**config.mk**
```make
export PLATFORM = sky130hd
export DESIGN_NAME = seg_chain
export DESIGN_NICKNAME = d
export VERILOG_FILES = /design/src/rtl/seg_pkg.sv /design/src/rtl/seg_slice.sv /design/src/rtl/seg_outreg.sv /design/src/rtl/seg_chain.sv
export SDC_FILE = /design/constraint.sdc
export NUM_CORES = 1
export LEC_CHECK = 0
export BUFFER_PORTS_ARGS = -buffer_cell sky130_fd_sc_hd__buf_4
export CORE_MARGIN = 4
export CORE_UTILIZATION = 53
export DETAILED_ROUTE_END_ITERATION = 8
export GPL_ROUTABILITY_DRIVEN = 0
export PLACE_DENSITY = 0.82
export SYNTH_ARGS = -nofsm -noshare
export SYNTH_HDL_FRONTEND = slang
export SYNTH_SLANG_ARGS = --single-unit
```
**constraint.sdc**
```tcl
create_clock -name clk -period 2.8 [get_ports clk]
set_input_delay 0.42 -clock clk [delete_from_list [all_inputs] [get_ports clk]]
set_output_delay 0.42 -clock clk [all_outputs]
set_load 0.01 [all_outputs]
```
**src/rtl/seg_pkg.sv**
```systemverilog
package seg_pkg;
  typedef logic [6:0] seg_t;

  localparam seg_t SEG_ALL = 7'h7F;
  localparam seg_t SEG_OFF = 7'h00;

  // bit 0 = segment a ... bit 6 = segment g, 1 = lit
  function automatic seg_t bcd_to_seg(input logic [3:0] code);
    seg_t s;
    case (code)
      4'd0: s = 7'h3F;
      4'd1: s = 7'h06;
      4'd2: s = 7'h5B;
      4'd3: s = 7'h4F;
      4'd4: s = 7'h66;
      4'd5: s = 7'h6D;
      4'd6: s = 7'h7D;
      4'd7: s = 7'h07;
      4'd8: s = 7'h7F;
      4'd9: s = 7'h6F;
      default: s = SEG_OFF; // non-decimal codes are dark
    endcase
    return s;
  endfunction
endpackage

```
**src/rtl/seg_slice.sv**
```systemverilog
module seg_slice
  import seg_pkg::*;
(
  input  logic [3:0] bcd_i,
  input  logic       lamp_i,
  input  logic       blank_i,
  input  logic       sup_in_i,
  output seg_t       seg_o,
  output logic       sup_out_o
);
  logic is_zero;
  logic hide;

  assign is_zero = (bcd_i == 4'd0);
  // a leading zero stays dark and passes suppression down
  assign hide      = sup_in_i & is_zero;
  assign sup_out_o = hide;

  always_comb begin
    if (lamp_i)                // highest priority
      seg_o = SEG_ALL;
    else if (blank_i || hide)
      seg_o = SEG_OFF;
    else
      seg_o = bcd_to_seg(bcd_i);
  end
endmodule

```
**src/rtl/seg_outreg.sv**
```systemverilog
module seg_outreg #(
  parameter int W = 7
) (
  input  logic         clk,
  input  logic         rst,
  input  logic [W-1:0] d_i,
  output logic [W-1:0] q_o
);
  always_ff @(posedge clk) begin
    if (rst) q_o <= '0;
    else     q_o <= d_i;
  end
endmodule

```
**src/rtl/seg_chain.sv**
```systemverilog
module seg_chain
  import seg_pkg::*;
#(
  parameter int NDIG = 5
) (
  input  logic              clk,
  input  logic              rst,
  input  logic [4*NDIG-1:0] digit_i,
  input  logic              lamp_test_i,
  input  logic              blank_i,
  output logic [7*NDIG-1:0] seg_o
);
  localparam int DW  = 4 * NDIG;
  localparam int SW  = 7 * NDIG;
  localparam int MSD = NDIG - 1;

  logic [NDIG-1:0] sup_in;
  logic [NDIG-1:0] sup_out;
  logic [SW-1:0]   seg_next;

  for (genvar i = 0; i < NDIG; i++) begin : g_dig
    if (i == 0) begin : g_lsd
      assign sup_in[i] = 1'b0;           // lowest digit always shown
    end else if (i == MSD) begin : g_msd
      assign sup_in[i] = 1'b1;           // chain starts suppressed
    end else begin : g_mid
      assign sup_in[i] = sup_out[i+1];
    end

    seg_slice u_slice (
      .bcd_i     (digit_i[4*i +: 4]),
      .lamp_i    (lamp_test_i),
      .blank_i   (blank_i),
      .sup_in_i  (sup_in[i]),
      .seg_o     (seg_next[7*i +: 7]),
      .sup_out_o (sup_out[i])
    );
  end

  seg_outreg #(.W(SW)) u_oreg (
    .clk (clk),
    .rst (rst),
    .d_i (seg_next),
    .q_o (seg_o)
  );

  AST_RST_CLEAR: assert property (@(posedge clk)
    rst |=> (seg_o == '0));

  AST_LAMP_ALL_ON: assert property (@(posedge clk) disable iff (rst)
    lamp_test_i |=> (seg_o == {SW{1'b1}}));

  AST_BLANK_DARK: assert property (@(posedge clk) disable iff (rst)
    (!lamp_test_i && blank_i) |=> (seg_o == '0));

  AST_LSD_LIT: assert property (@(posedge clk) disable iff (rst)
    (!lamp_test_i && !blank_i && digit_i[3:0] < 4'd10) |=> (seg_o[6:0] != 7'h00));

  if (NDIG > 1) begin : g_msd_chk
    AST_MSD_ZERO_DARK: assert property (@(posedge clk) disable iff (rst)
      (!lamp_test_i && digit_i[DW-1 -: 4] == 4'd0) |=> (seg_o[SW-1 -: 7] == 7'h00));
  end
endmodule

```
---- After elaboration in Yosys (flattened, before gate mapping) ----
Memory sizes are Yosys's and may differ from the RTL's.
Index checks and enable logic that the tools add are counted.
storage, ports and cells
  bits in registers ....................... 35
  latch bits .............................. 0
  memory bits (writable) .................. 0
  ROM bits ................................ 560
  input bits .............................. 24
  memories ................................ 5
memory list
  memory            words  width  read ports  clocked after memory_dff  wr ports  line           text
  (name not given)  16     7      1           0                         0         seg_pkg.sv:10  case (code)
  (name not given)  16     7      1           0                         0         seg_pkg.sv:10
  (name not given)  16     7      1           0                         0         seg_pkg.sv:10
  (name not given)  16     7      1           0                         0         seg_pkg.sv:10
  (name not given)  16     7      1           0                         0         seg_pkg.sv:10
cells by class
  add/subtract/negate cells ............... 0
  multiply operators ...................... 0
  div/mod/pow operators ................... 0
  magnitude comparators ................... 0
  equal/unequal tests ..................... 0
  shift-type cells ........................ 0
  muxes and demuxes ....................... 10
  bitwise operators ....................... 3
  reductions and logical operators ........ 8
operator list
  cell               count
  two-way mux 7 bit  10
  zero test 4 bit    4
  logical OR 1 bit   4
  AND 1 bit          3

---- Depth between registers and ports, before layout ----
  depth in word-level cells ............... 7
  gate-level depth with buffers ........... 6
  mapped depth without buffers ............ 6

---- Hierarchy ----
Synthesis repeated with hierarchy kept, for this count alone.
second synthesis, totals
  cells, all modules ...................... 250
  area total of the unflattened synthesis .. 2,431.1 µm²
by module, submodules not included
  module      instances  cells an instance  area an instance (µm²)  seq. area each (µm²)
  seg_slice   5          35                 291.5                   0.0
  seg_outreg  1          73                 965.9                   700.7
  seg_chain   1          2                  7.5                     0.0

---- Worst setup path after synthesis ----
OpenSTA, ideal clock, no wires.
  kind .................................... in2reg
  start point ............................. input port digit_i[17]
  end point ............................... register u_oreg.q_o[14]
  setup time .............................. 0.132 ns
  arrival ................................. 1.360 ns
  path slack .............................. 1.308 ns
  stages on the path ...................... 6
  path buffers ............................ 0
  cells stage by stage .................... inv_1 > ha_1 > and4bb_4 > nand3_1 > a21oi_1 > nor3_1
on the way
  cells in the longest elaborated chain, start to end .. 6
ends and longest elaborated chain
  item                    line              text
  from (decl)             seg_chain.sv:8    input logic [4*NDIG-1:0] digit_i,
  zero test 4 bit         seg_slice.sv:14   assign is_zero = (bcd_i == 4'd0);
  AND 1 bit (2 in a row)  seg_slice.sv:16   assign hide = sup_in_i & is_zero;
  logical OR 1 bit        seg_slice.sv:22   else if (blank_i || hide)
  two-way mux 7 bit       seg_slice.sv:22
  two-way mux 7 bit       seg_slice.sv:20   if (lamp_i)
  to (signal assigned)    seg_outreg.sv:11  else q_o <= d_i;
  to (decl)               seg_outreg.sv:7   output logic [W-1:0] q_o
Every way passes these cells.
A chain may end at the register's enable or synchronous reset.

---- Worst setup path after layout ----
  start point ............................. input port digit_i[9]
  end point ............................... register u_oreg.q_o[16]
on the way
  cells in the longest elaborated chain, start to end .. 5
  elaborated cells between the ends (all ways) .. 6
ends and longest elaborated chain
  item                                                              line
  branches (longest 3 deep; another with memory read (16 x 7 bit))  --
  two-way mux 7 bit (*)                                             seg_slice.sv:22
  two-way mux 7 bit (*)                                             seg_slice.sv:20
Every way passes the cells marked *.

==> out/qor.yml <==
synth_cells: 221
fill_cells: 276
area_delta_synth_final_pct: 26.8
synth_edf_count: 0
wl_per_cell_microns: 12.3
start_util_pct: 56.1
grt.overflow.total: 0
drc_errors: 0
grt_pass1_vias: 1534
drive_gt1_share_pct: 27.4
num_antenna_cells: 0
setup_viol: 0
vias: 1697
synth_top_area_share_pct: 36.9
critPathRequiredTime_ns: 3.01
ys_types: 36
clock_sinks: 35
cts_resized: 0
min_period_over_period_pct: 52.2
ir_drop_uv: 240
finalSetupTns_ns: 0
place_ws_ns: 1.01
worst_slew_pin_slew_ns: 0.380
path_class: "in -> reg"
root_buffer: "clkbuf_4"
dr.pass1.iters: 4
die_area_sq_um: 4610
drt_iter0_drc: 94
syn_nets: 269
rsz0062_at_grt: "false"
design_power_total_mw: 1.10
relSlewSlack_pct: 74.0
clk_pin_slew_ns: 0.10
synth_ff_type: "dfxtp_1"
fp.dieW_microns: 67.9
htree_levels: 2
wirelength_microns: 3980
critical_path_arrival_ns: 1.67
min_path_type: "in -> reg"
grt_pass1_wl_microns: 6670
coreArea_sq_um: 3390
drv_cap: 0
netlist_area_sq_um: 1900
ys_ff_latch: 35
post_cts_buffers: 0
synth.area.top_cells: "dfxtp_1 (37%), ha_1 (16%), a21oi_1 (6.8%)"
ys_seq_area_share_pct: 36.9
ctsHoldBuffers: 0
power.leakage_nw: 1.14
dp_hpwl_microns: 3040
seqCellArea_sq_um: 701
antenna_found_initial: 0
ios: 59
cts_buffers: 5
hold_viol: 0
max_stage_delay_ns: 0.31
status: "finished clean"
worst_slack_ns: 1.34
cts_tree: "yes"
min_period_ns: 1.46
track_usage_pct: 19.1
grt_max_degree: 37
cp-end-kind: "register"
syn_area_per_cell_sq_um: 8.60
die_h_microns: 67.9
final_antenna_net_count: 0
clock.fmax_mhz: 684
largest_register_ffs: 35
synthArstFlopShare_pct: 0
crit_fanout: 4
synth.largest_area_cell: "dfxtp_1"
yosysWarningCount: 0
drv_slew: 0
final_nets: 324
fin_util_pct: 71.1
num_rows: 21
slowest_stage: "a21oi_1"
reg_top3: "u_oreg.q_o x35"
avgViaCountPerCell: 5.25
power.density_nw_per_um2: 456
path_cells: "buf_4, inv_1, ha_1, nor3b_1, nand3_1, a21oi_1, nor3_1"
cts_buffer_depth: 2
largest-register: "u_oreg.q_o"
startpoint_type: "input pin"
multi_input_area_sq_um: 1070
portBuffers: 58
## placed cells by master, fill, tap and decap left out, types with 2 or more instances in the layout
cell type,synthesis,routed
a221oi_1,3,3
dfxtp_1,35,35
nor2_1,17,17
o21ba_2,2,2
nand2_1,11,11
inv_1,19,19
clkbuf_8,0,2
nor3_1,16,16
a21oi_1,26,26
o21ai_0,12,12
nand2b_1,4,4
o31ai_1,2,2
nor3b_1,3,3
or3b_1,2,2
nand3_1,6,6
buf_4,0,58
mux2_2,2,2
a21oi_2,3,3
ha_1,24,24
a211oi_1,4,4
o21a_1,3,3
clkbuf_4,0,5
nor2b_1,4,4
## cells in the mapped netlist (3+ instances only)
| master | instances |
|---|---|
| nor2_1 | 17 |
| a21oi_1 | 26 |
| nand2b_1 | 4 |
| nor3b_1 | 3 |
| clkbuf_1 | 5 |
| o21ai_0 | 12 |
| nand3_1 | 6 |
| ha_1 | 24 |
| nor2b_1 | 4 |
| nor3_1 | 16 |
| dfxtp_1 | 35 |
| a21oi_2 | 3 |
| buf_2 | 3 |
| o21a_1 | 3 |
| nand2_1 | 11 |
| inv_1 | 19 |
| a221oi_1 | 3 |
| a211oi_1 | 4 |
## routing by layer
layer / up-vias / share of wire, % / track usage (%)
met5: - / 0 / 0
met4: 0 / 1.3 / 5.96
met3: 6 / 7.8 / 6.73
met2: 48 / 48 / 32.3
met1: 770 / 43 / 22.6
li1: 873 / - / -
## worst paths after layout
check / start / endpoint / slack, ns / cells past startpoint
hold / removal: blank_i / u_oreg.q_o[34] / 0.34 / 2
setup / recovery: digit_i[9] / u_oreg.q_o[16] / 1.34 / 7
## critical path: cells and delay by family
family	cells	cell delay, ns
buf+inv	2	0.24
fa+ha+maj	1	0.18
compound gates	1	0.31
simple gates	3	0.52
## through the flow
stage | hold WS [ns] | instances | instance area, sq um
after floorplan | 0.549 | 221 | 1900
final | 0.337 | 323 | 2410
after global placement | 0.689 | 315 | 2340
after global routing | 0.315 | 323 | 2410
after detailed placement | 0.697 | 315 | 2340
after CTS | 0.320 | 323 | 2410
## cell families after synthesis
logic type      after synthesis  share of synthesized area (%)
simple gates                 67                           18.2
compound gates               62                           20.5
flops                        35                           36.9
buf+inv                      30                           6.91
fa+ha+maj                    24                           15.8
mux                           3                           1.71
## report_power, final
part	switching [mW]	internal [mW]	total, mW	leakage (nW)
sequential	0.00918	0.535	0.544	0.293
combinational	0.133	0.117	0.249	0.809
clock	0.160	0.147	0.307	0.0375
## final cells by class
| type | instances | area share, % |
|---|---|---|
| clock buffer | 7 | 2.70 |
| clock inverter | 1 | 0.312 |
| inverter | 20 | 3.12 |
| multi-input combinational | 156 | 44.3 |
| sequential | 35 | 29.1 |
| tap | 46 | 2.39 |
| timing repair buffer | 58 | 18.1 |
(Power assumes the default switching activity.)
